--- src/rtl/gpio_pkg.sv ---
// Package: shared register selector encoding and address-field layout for the
// banked GPIO controller. Assumes 8-bit ports and a 12-bit byte address.
package gpio_pkg;

    // Register selector, taken from address bits 6:4 (offset / 0x10).
    typedef enum logic [2:0] {
        SEL_PEN  = 3'd0,
        SEL_DEN  = 3'd1,
        SEL_DOUT = 3'd2,
        SEL_DIN  = 3'd3,
        SEL_STAT = 3'd4,
        SEL_IEN  = 3'd5,
        SEL_POL  = 3'd6,
        SEL_CLR  = 3'd7
    } gpio_reg_e;

    // Address field positions; the software-visible map depends on these.
    localparam int ADDR_W    = 12;
    localparam int ALIAS_BIT = 11;
    localparam int LANE_LSB  = 2;
    localparam int LANE_W    = 2;
    localparam int SEL_LSB   = 4;
    localparam int SEL_W     = 3;
    localparam int MOD_LSB   = 7;
    localparam int MOD_W     = 2;
    localparam int GAP_LSB   = 9;
    localparam int GAP_W     = 2;

endpackage

--- src/rtl/gpio_sync.sv ---
// Module: gpio_sync
// Two-flop synchroniser for a bus of asynchronous pin inputs. Assumes each bit
// is independent (no multi-bit coherence is implied).
module gpio_sync #(
    parameter int W = 8
) (
    input  logic         clk,
    input  logic         rst_n,
    input  logic [W-1:0] d,
    output logic [W-1:0] q
);

    logic [W-1:0] stage1;

    // Shift the pin levels through two capture stages.
    always_ff @(posedge clk) begin
        if (!rst_n) begin
            stage1 <= '0;
            q      <= '0;
        end else begin
            stage1 <= d;
            q      <= stage1;
        end
    end

    // Counts edges since reset so the delay check looks back no further.
    logic [1:0] settle_cnt;
    always_ff @(posedge clk) begin
        if (!rst_n)                 settle_cnt <= '0;
        else if (settle_cnt != 2'd2) settle_cnt <= settle_cnt + 2'd1;
    end

    AST_SYNC_TWO_EDGES: assert property (@(posedge clk) disable iff (!rst_n)
        (settle_cnt == 2'd2) |-> (q == $past(d, 2)));

endmodule

--- src/rtl/gpio_port.sv ---
// Module: gpio_port
// Register set and level interrupt logic for one GPIO port. Assumes the parent
// has decoded the address, and presents a per-bit write mask (all ones for
// plain writes) together with the new bit values.
module gpio_port
    import gpio_pkg::*;
#(
    parameter int W = 8
) (
    input  logic         clk,
    input  logic         rst_n,
    input  logic         wr_en,
    input  gpio_reg_e    wr_sel,
    input  logic [W-1:0] wr_mask,
    input  logic [W-1:0] wr_val,
    input  logic [W-1:0] pin_sync,
    output logic [W-1:0] pen,
    output logic [W-1:0] den,
    output logic [W-1:0] dout,
    output logic [W-1:0] stat,
    output logic [W-1:0] ien,
    output logic [W-1:0] pol,
    output logic         irq
);

    logic [W-1:0] clr_bits;
    logic [W-1:0] evt;

    // Bits to clear this cycle: a clear write strobes the masked value bits.
    always_comb begin
        clr_bits = '0;
        if (wr_en && (wr_sel == SEL_CLR)) clr_bits = wr_mask & wr_val;
    end

    // An enabled bit fires while its synchronised input matches its polarity.
    assign evt = ien & ~(pin_sync ^ pol);

    // Configuration registers with masked update.
    always_ff @(posedge clk) begin
        if (!rst_n) begin
            pen  <= '0;
            den  <= '0;
            dout <= '0;
            ien  <= '0;
            pol  <= '0;
        end else if (wr_en) begin
            case (wr_sel)
                SEL_PEN:  pen  <= (pen  & ~wr_mask) | (wr_val & wr_mask);
                SEL_DEN:  den  <= (den  & ~wr_mask) | (wr_val & wr_mask);
                SEL_DOUT: dout <= (dout & ~wr_mask) | (wr_val & wr_mask);
                SEL_IEN:  ien  <= (ien  & ~wr_mask) | (wr_val & wr_mask);
                SEL_POL:  pol  <= (pol  & ~wr_mask) | (wr_val & wr_mask);
                default: ;
            endcase
        end
    end

    // Pending status: latched events, cleared by strobe, new event wins.
    always_ff @(posedge clk) begin
        if (!rst_n) stat <= '0;
        else        stat <= (stat & ~clr_bits) | evt;
    end

    // Port contribution to the module summary interrupt.
    assign irq = |(stat & ien);

    AST_CLEAR_TAKES: assert property (@(posedge clk) disable iff (!rst_n)
        (|clr_bits) |=> ((stat & $past(clr_bits & ~evt)) == '0));

    AST_EVENT_LATCHES: assert property (@(posedge clk) disable iff (!rst_n)
        (|evt) |=> ((stat & $past(evt)) == $past(evt)));

    AST_STATUS_HOLDS: assert property (@(posedge clk) disable iff (!rst_n)
        ((clr_bits == '0) && (evt == '0)) |=> (stat == $past(stat)));

    AST_MASK_KEEPS_BITS: assert property (@(posedge clk) disable iff (!rst_n)
        (wr_en && (wr_sel == SEL_DOUT)) |=>
        ((dout & ~$past(wr_mask)) == ($past(dout) & ~$past(wr_mask))));

endmodule

--- src/rtl/gpio_bank_ctrl.sv ---
// Module: gpio_bank_ctrl
// Top of the banked GPIO controller: decodes the register bus (plain and
// masked-alias windows), instantiates one synchroniser and register set per
// port, muxes read data and merges port interrupts per module. Assumes at most
// four modules of at most four ports, matching the fixed address fields.
module gpio_bank_ctrl
    import gpio_pkg::*;
#(
    parameter int NUM_MODULES   = 3,
    parameter int PORTS_PER_MOD = 4,
    parameter int PORT_W        = 8,
    localparam int NUM_PORTS    = NUM_MODULES * PORTS_PER_MOD,
    localparam int PIN_W        = NUM_PORTS * PORT_W
) (
    input  logic              clk,
    input  logic              rst_n,
    input  logic              bus_sel,
    input  logic              bus_we,
    input  logic [ADDR_W-1:0] bus_addr,
    input  logic [31:0]       bus_wdata,
    output logic [31:0]       bus_rdata,
    input  logic [PIN_W-1:0]  pin_in,
    output logic [PIN_W-1:0]  pin_out,
    output logic [PIN_W-1:0]  pin_oe,
    output logic [NUM_MODULES-1:0] irq_summary
);

    logic [MOD_W-1:0]  mod_idx;
    logic [LANE_W-1:0] lane_idx;
    logic [GAP_W-1:0]  gap_bits;
    gpio_reg_e         reg_sel;
    logic              is_alias;
    logic              hit;
    logic [PORT_W-1:0] wmask;
    logic [PORT_W-1:0] wval;
    logic [PORT_W-1:0] rd_byte   [NUM_PORTS];
    logic [NUM_PORTS-1:0] port_irq;
    logic [PORT_W-1:0] rd_sel_byte;

    // Split the byte address into its fields.
    assign mod_idx  = bus_addr[MOD_LSB  +: MOD_W];
    assign lane_idx = bus_addr[LANE_LSB +: LANE_W];
    assign gap_bits = bus_addr[GAP_LSB  +: GAP_W];
    assign reg_sel  = gpio_reg_e'(bus_addr[SEL_LSB +: SEL_W]);
    assign is_alias = bus_addr[ALIAS_BIT];

    // An address is mapped when its module exists and the gap bits are zero.
    assign hit = (int'(mod_idx) < NUM_MODULES) && (int'(lane_idx) < PORTS_PER_MOD)
                 && (gap_bits == '0);

    // Alias writes carry a mask; plain writes update every bit.
    assign wmask = is_alias ? bus_wdata[PORT_W +: PORT_W] : '1;
    assign wval  = bus_wdata[PORT_W-1:0];

    logic unused_bits;
    assign unused_bits = ^{bus_wdata[31:2*PORT_W], bus_addr[LANE_LSB-1:0]};

    for (genvar m = 0; m < NUM_MODULES; m++) begin : g_mod
        for (genvar l = 0; l < PORTS_PER_MOD; l++) begin : g_port
            localparam int P = m * PORTS_PER_MOD + l;
            logic [PORT_W-1:0] syn, pen, den, dout, stat, ien, pol;
            logic              port_we;

            // Write strobe for this port.
            assign port_we = bus_sel && bus_we && hit &&
                             (int'(mod_idx) == m) && (int'(lane_idx) == l);

            gpio_sync #(.W(PORT_W)) u_sync (
                .clk (clk),
                .rst_n (rst_n),
                .d   (pin_in[P*PORT_W +: PORT_W]),
                .q   (syn)
            );

            gpio_port #(.W(PORT_W)) u_port (
                .clk      (clk),
                .rst_n    (rst_n),
                .wr_en    (port_we),
                .wr_sel   (reg_sel),
                .wr_mask  (wmask),
                .wr_val   (wval),
                .pin_sync (syn),
                .pen      (pen),
                .den      (den),
                .dout     (dout),
                .stat     (stat),
                .ien      (ien),
                .pol      (pol),
                .irq      (port_irq[P])
            );

            // Drive only pins that are both enabled and output-enabled.
            assign pin_oe [P*PORT_W +: PORT_W] = pen & den;
            assign pin_out[P*PORT_W +: PORT_W] = pen & den & dout;

            // Per-port read value for the selected register.
            always_comb begin
                case (reg_sel)
                    SEL_PEN:  rd_byte[P] = pen;
                    SEL_DEN:  rd_byte[P] = den;
                    SEL_DOUT: rd_byte[P] = dout;
                    SEL_DIN:  rd_byte[P] = syn;
                    SEL_STAT: rd_byte[P] = stat;
                    SEL_IEN:  rd_byte[P] = ien;
                    SEL_POL:  rd_byte[P] = pol;
                    default:  rd_byte[P] = '0;
                endcase
            end
        end

        // Module summary interrupt.
        assign irq_summary[m] = |port_irq[m*PORTS_PER_MOD +: PORTS_PER_MOD];
    end

    // Select the addressed port's read value; unmapped reads give zero.
    always_comb begin
        rd_sel_byte = '0;
        for (int p = 0; p < NUM_PORTS; p++) begin
            if (bus_sel && hit &&
                (int'(mod_idx) * PORTS_PER_MOD + int'(lane_idx) == p))
                rd_sel_byte = rd_byte[p];
        end
    end

    assign bus_rdata = {{(32-PORT_W){1'b0}}, rd_sel_byte};

    AST_UNMAPPED_QUIET: assert property (@(posedge clk) disable iff (!rst_n)
        (bus_sel && !hit) |-> (bus_rdata == '0));

endmodule

--- config.mk ---
export PLATFORM = sky130hd
export DESIGN_NAME = gpio_bank_ctrl
export DESIGN_NICKNAME = d
export VERILOG_FILES = /design/src/rtl/gpio_pkg.sv /design/src/rtl/gpio_sync.sv /design/src/rtl/gpio_port.sv /design/src/rtl/gpio_bank_ctrl.sv
export SDC_FILE = /design/constraint.sdc
export NUM_CORES = 2
export LEC_CHECK = 0
export BUFFER_PORTS_ARGS = -buffer_cell sky130_fd_sc_hd__buf_2
export CORE_ASPECT_RATIO = 1.2
export CORE_MARGIN = 5
export CORE_UTILIZATION = 64
export CTS_CLUSTER_SIZE = 25
export DETAILED_ROUTE_END_ITERATION = 6
export PLACE_DENSITY_LB_ADDON = 0.2
export SYNTH_ARGS = -nofsm -noshare
export SYNTH_HDL_FRONTEND = slang
export SYNTH_HIERARCHICAL = 1
export SYNTH_SLANG_ARGS = --single-unit
--- constraint.sdc ---
create_clock -name clk -period 3.6 [get_ports clk]
set_clock_uncertainty 0.15 [all_clocks]
set_input_delay 0.36 -clock clk [delete_from_list [all_inputs] [get_ports clk]]
set_output_delay 0.36 -clock clk [all_outputs]
set_load 0.1 [all_outputs]
### Word-level counts from Yosys, hierarchy flattened

Cells that the tools add are included.

| word-level totals | value |
|---|---|
| register bits | 768 |
| bits of input ports | 144 |
| output and inout bits | 227 |
| word-level logic and storage cells | 499 |

| cells by class | value |
|---|---|
| add/sub/neg operators | 1 |
| order comparisons | 1 |
| eq/ne operators | 23 |
| mux-type cells | 37 |
| bitwise operators | 230 |
| reductions and logical operators | 111 |

Operators by type and width:

| operator | count |
|---|---|
| $and A8 B8 Y8 | 121 |
| $pmux W8 S7 | 12 |
| $or A8 B8 Y8 | 72 |
| $mux W8 | 25 |
| $not A8 Y8 | 25 |
| $eq A32 B4 Y1 const B | 4 |
| $reduce_and A2 Y1 | 60 |
| $eq A32 B5 Y1 const B | 3 |
| $reduce_or A32 Y1 | 3 |
| $xor A8 B8 Y8 | 12 |
| $eq A32 B3 Y1 const B | 2 |
| $logic_and A1 B1 Y1 | 43 |
| $eq A32 B2 Y1 const B | 1 |
| $logic_not A32 Y1 | 1 |
| $eq A3 B3 Y1 const B | 4 |
| $eq A2 B2 Y1 const B | 4 |
| $eq A3 B2 Y1 const B | 2 |
| $logic_not A2 Y1 | 3 |
| $add A4 B2 Y5 | 1 |
| $eq A5 B4 Y1 const B | 1 |
| $eq A3 B1 Y1 const B | 1 |
| $logic_not A3 Y1 | 1 |
| $eq A2 B1 Y1 const B | 1 |
| $lt A2 B2 Y1 const B | 1 |

### Longest topological paths before layout

| depth | value |
|---|---|
| word-level depth | 16 |
| gate-level depth with buffers | 12 |
| mapped depth without buffers | 7 |

### Hierarchy

Netlist, hierarchy kept.

Modules (own cells, without submodules):

| module | times used | cells each | area each (sq um) | sequential area each (sq um) |
|---|---|---|---|---|
| gpio_port | 12 | 229 | 2,063.2 | 960.9 |
| gpio_bank_ctrl | 1 | 1,018 | 7,714.9 | 0.0 |
| gpio_sync | 12 | 33 | 446.7 | 320.3 |

### Worst setup path before layout

Ideal clock, no wire load.

| timing | value |
|---|---|
| kind | input -> output |
| start point | input bus_addr[4] |
| end point | output bus_rdata[5] |
| arrival | 3,197 ps |
| required time | 3,090 ps |
| setup slack | -107 ps |
| stages | 10 |
| path buffers | 5 |
| path through | buf_6 -> buf_6 -> buf_6 -> buf_8 -> nor2_1 -> clkbuf_1 -> nand2_1 -> a31oi_1 -> o41ai_1 -> o2111ai_1 |

| between the ends | value |
|---|---|
| longest elaborated chain between the ends | 14 |
| elaborated cells on any way between the ends | 31 |
| classes of those cells | 6 x eq/ne; 24 x mux; 1 x reduce/logical |

Ends and longest elaborated chain:

| item | line | RTL |
|---|---|---|
| start: declaration | gpio_bank_ctrl.sv:19 | `input logic [ADDR_W-1:0] bus_addr,` |
| $eq A3 B3 Y1, or another cell as far along | gpio_bank_ctrl.sv:98 | `case (reg_sel)` |
| $pmux W8 S7 | gpio_bank_ctrl.sv:98 |  |
| $mux W8 (11 in a row) | gpio_bank_ctrl.sv:119 | `if (bus_sel && hit &&` |
| $mux W8 (*) | gpio_bank_ctrl.sv:119 |  |
| end: declaration | gpio_bank_ctrl.sv:21 | `output logic [31:0] bus_rdata,` |

Mark *: on every way between the ends. The rest lies on a longest branch, timed or not.

### Worst setup path in the final report

| timing | value |
|---|---|
| start point | input bus_addr[5] |
| end point | output bus_rdata[4] |

The elaborated chain is that of the path after synthesis.

==> results_dict.tcl <==
set metrics [dict create \
    status "complete, but fails checks" \
    violations "design-rule violations, negative setup slack" \
    cts_setup_buffers 0 \
    grt_overflow 0 \
    regToRegEndpoint "g_mod[1].g_port[0].u_port/stat[2]$_SDFF_PN0_" \
    fin_ws_ns -0.113 \
    core-area_mm2 0.0585 \
    cts_tree "done" \
    synth.cell_area_mm2 0.0378 \
    drt-initial-drc-count 4749 \
    dr.pass1.iters 7 \
    arrival_ns 3.20 \
    vias_per_cell 6.36 \
    synthArstFlopShare_pct 0 \
    dp_cells 5228 \
    fin_crit_ns 3.71 \
    end_kind "primary output" \
    hold_viol 0 \
    portBuffers 328 \
    power.static_leakage_nw 21.5 \
    hold_class "input pin to flip-flop" \
    grt_pass1_wl_um 200000 \
    r2r.worst_path.cells 2 \
    path_cells "clkbuf_8 > buf_4 > and3b_1 > buf_4 > a22oi_1 > a31oi_1 > buf_4 > nor4_1 > nand4_1 > buf_12" \
    cts.clk_slew.worst_paths_ns 0.06 \
    std_cell_rows 97 \
    slowest_stage "nor4_1" \
    ir_drop_mv 0.516 \
    grt_max_degree 160 \
    crit_type "input pin to primary output" \
    yosysSeqAreaShare_pct 40.6 \
    htree_levels 3 \
    fillCellCount 4077 \
    clockBufferDepth 3 \
    hpwl_um 88600 \
    post-place-ws_ns 0.0211 \
    layout.nets 4755 \
    routedWlPerCell_um 24.2 \
    crit_required_ns 3.09 \
    syn_area_per_cell_um2 9.09 \
    wl_met3_um 15900 \
    slowest_delay_ns 0.53 \
    ys.flop_type "dfxtp_1" \
    clkLatencyLatePin_ns 0.63 \
    fp.dieW_um 232 \
    m1WireLength_um 48400 \
    grt_use_total_pct 39.4 \
    wl_um 132000 \
    dieArea_mm2 0.0641 \
    rsz0062_at_grt "false" \
    critPathMaxFanout 27 \
    dr_wl_met2_um 58400 \
    finalNonFillerCells 5463 \
    numClockSinks 768 \
    max_cap_violations 0 \
    synth_edf_count 0 \
    dr.max_layer_used "met5" \
    grt_pass1_vias 33800 \
    p_per_area_mw_per_mm2 418 \
    drive_gt1_share_pct 20.7 \
    period_share_pct 103 \
    startpoint "bus_addr[5]" \
    fin_total_pwr_w 0.0186 \
    ys_warn_count 6 \
    ys_top_cells_by_area "dfxtp_1, mux2i_1, nand2_1, and3_1, and2_2" \
    synth_cell_types 76 \
    whs_ns 0.259 \
    detail_route.drc_violations 1 \
    syn_inst 4162 \
    cp-start-kind "input pin" \
    ant_nets 0 \
    fmax_mhz 269 \
    io_pins 371 \
    reg2reg_setup_slack_ns 2.59 \
    start_util_pct 64.7 \
    synth_top_cell_by_area "dfxtp_1" \
    utilization_pct 76.0 \
    die_y_um 276 \
    finalMaxSlewViolations 0 \
    ys_seq_elements 768 \
    area_delta_synth_final_pct 17.5 \
    gp_congestion 1.02 \
    slew_headroom_pct 29.9 \
    numCtsBuffers 76 \
    synthTopCellsByCount "nand2_1, dfxtp_1, mux2i_1, and3_1, and2_1" \
    synth_most_common_cell "nand2_1" \
    clock-root-buffer "clkbuf_16" \
    antenna_found_initial 8 \
    vias 34800 \
    synth_top_area_share_pct 40.6 \
    cp-endpoint "bus_rdata[4]" \
    worst_pin_slew_ns 1.05 \
    setup-violations-final 1 \
    cpMostUsedCell "buf_4" \
]
[layer usage]
metal / track usage, % / vias up
met5: 0 / -
met4: 24.0 / 6
met3: 10.1 / 575
met2: 60.6 / 2353
met1: 49.6 / 16400
li1: - / 15400
[final cells by class]
class	count	area, um^2	area share (%)
diodes	4	10.0	0.0225
clock buffers	114	2380	5.36
clock inverters	20	236	0.532
inverters	5	18.8	0.0422
multi-input cells	3167	21100	47.4
flip-flops and latches	768	15400	34.6
well taps	792	991	2.23
repair buffers	593	4370	9.84
[timing repair]
item / CTS / global route
hold buffers: 97 / 0
resized for setup: 0 / 1
setup endpoints to repair: 0 / 4
hold endpoints to repair: 109 / 0
[layout by cell type (no fill, tap or decap), drive strengths merged, types with 70 or more instances in the layout]
master / n
a22oi: 92
and2: 294
and3: 195
buf: 495
clkbuf: 115
dfxtp: 768
dlygate4sd3: 97
mux2: 85
mux2i: 558
nand2: 1200
nor2: 70
o22ai: 109
xor2: 96
[cells by family (layout without fill, tap and decap cells)]
kind of cell    Yosys count  after routing  synth area share [%]
simple gates           1918           1918                  25.2
flops                   768            768                  40.6
mux                     673            673                  19.1
compound gates          456            456                  8.75
buf+inv                 250            732                  4.06
xor+xnor                 96             96                  2.22
other cells               1             28               0.00991
[how the worst min path moves through the flow]
stage / from / endpoint / depth (start not counted)
2_1_floorplan: g_mod[0].g_port[0].u_sync/stage1[1]$_SDFF_PN0_ / g_mod[0].g_port[0].u_sync/q[1]$_SDFF_PN0_ / 1
3_3_place_gp: g_mod[2].g_port[0].u_sync/stage1[3]$_SDFF_PN0_ / g_mod[2].g_port[0].u_sync/q[3]$_SDFF_PN0_ / 1
3_5_place_dp: g_mod[2].g_port[1].u_sync/stage1[4]$_SDFF_PN0_ / g_mod[2].g_port[1].u_sync/q[4]$_SDFF_PN0_ / 1
4_1_cts: bus_addr[6] / flip-flop / 4
5_1_grt: bus_addr[6] / flip-flop / 4
6_report: bus_addr[6] / flip-flop / 4
[power breakdown]
group,switching [W],total [W],leakage (nW),internal [W]
logic,0.00106,0.00156,14.0,0.000498
clock network,0.00344,0.00836,1.29,0.00492
registers,0.0000648,0.00866,6.23,0.00860
total,0.00457,0.0186,21.5,0.0140
[worst max-delay path: cells and delay by family]
family          cells  cell delay (ns)
buf+inv             5             1.23
simple gates        3             1.30
compound gates      2             0.27
[stage by stage]
step | TNS (ns) | area, um^2
final | -0.113 | 44400
after global routing | 0 | 44400
after CTS | 0 | 44400
after detailed placement | 0 | 40800
after global placement | 0 | 40800
after floorplan | 0 | 37900
Power figures use the tool's default switching activity.
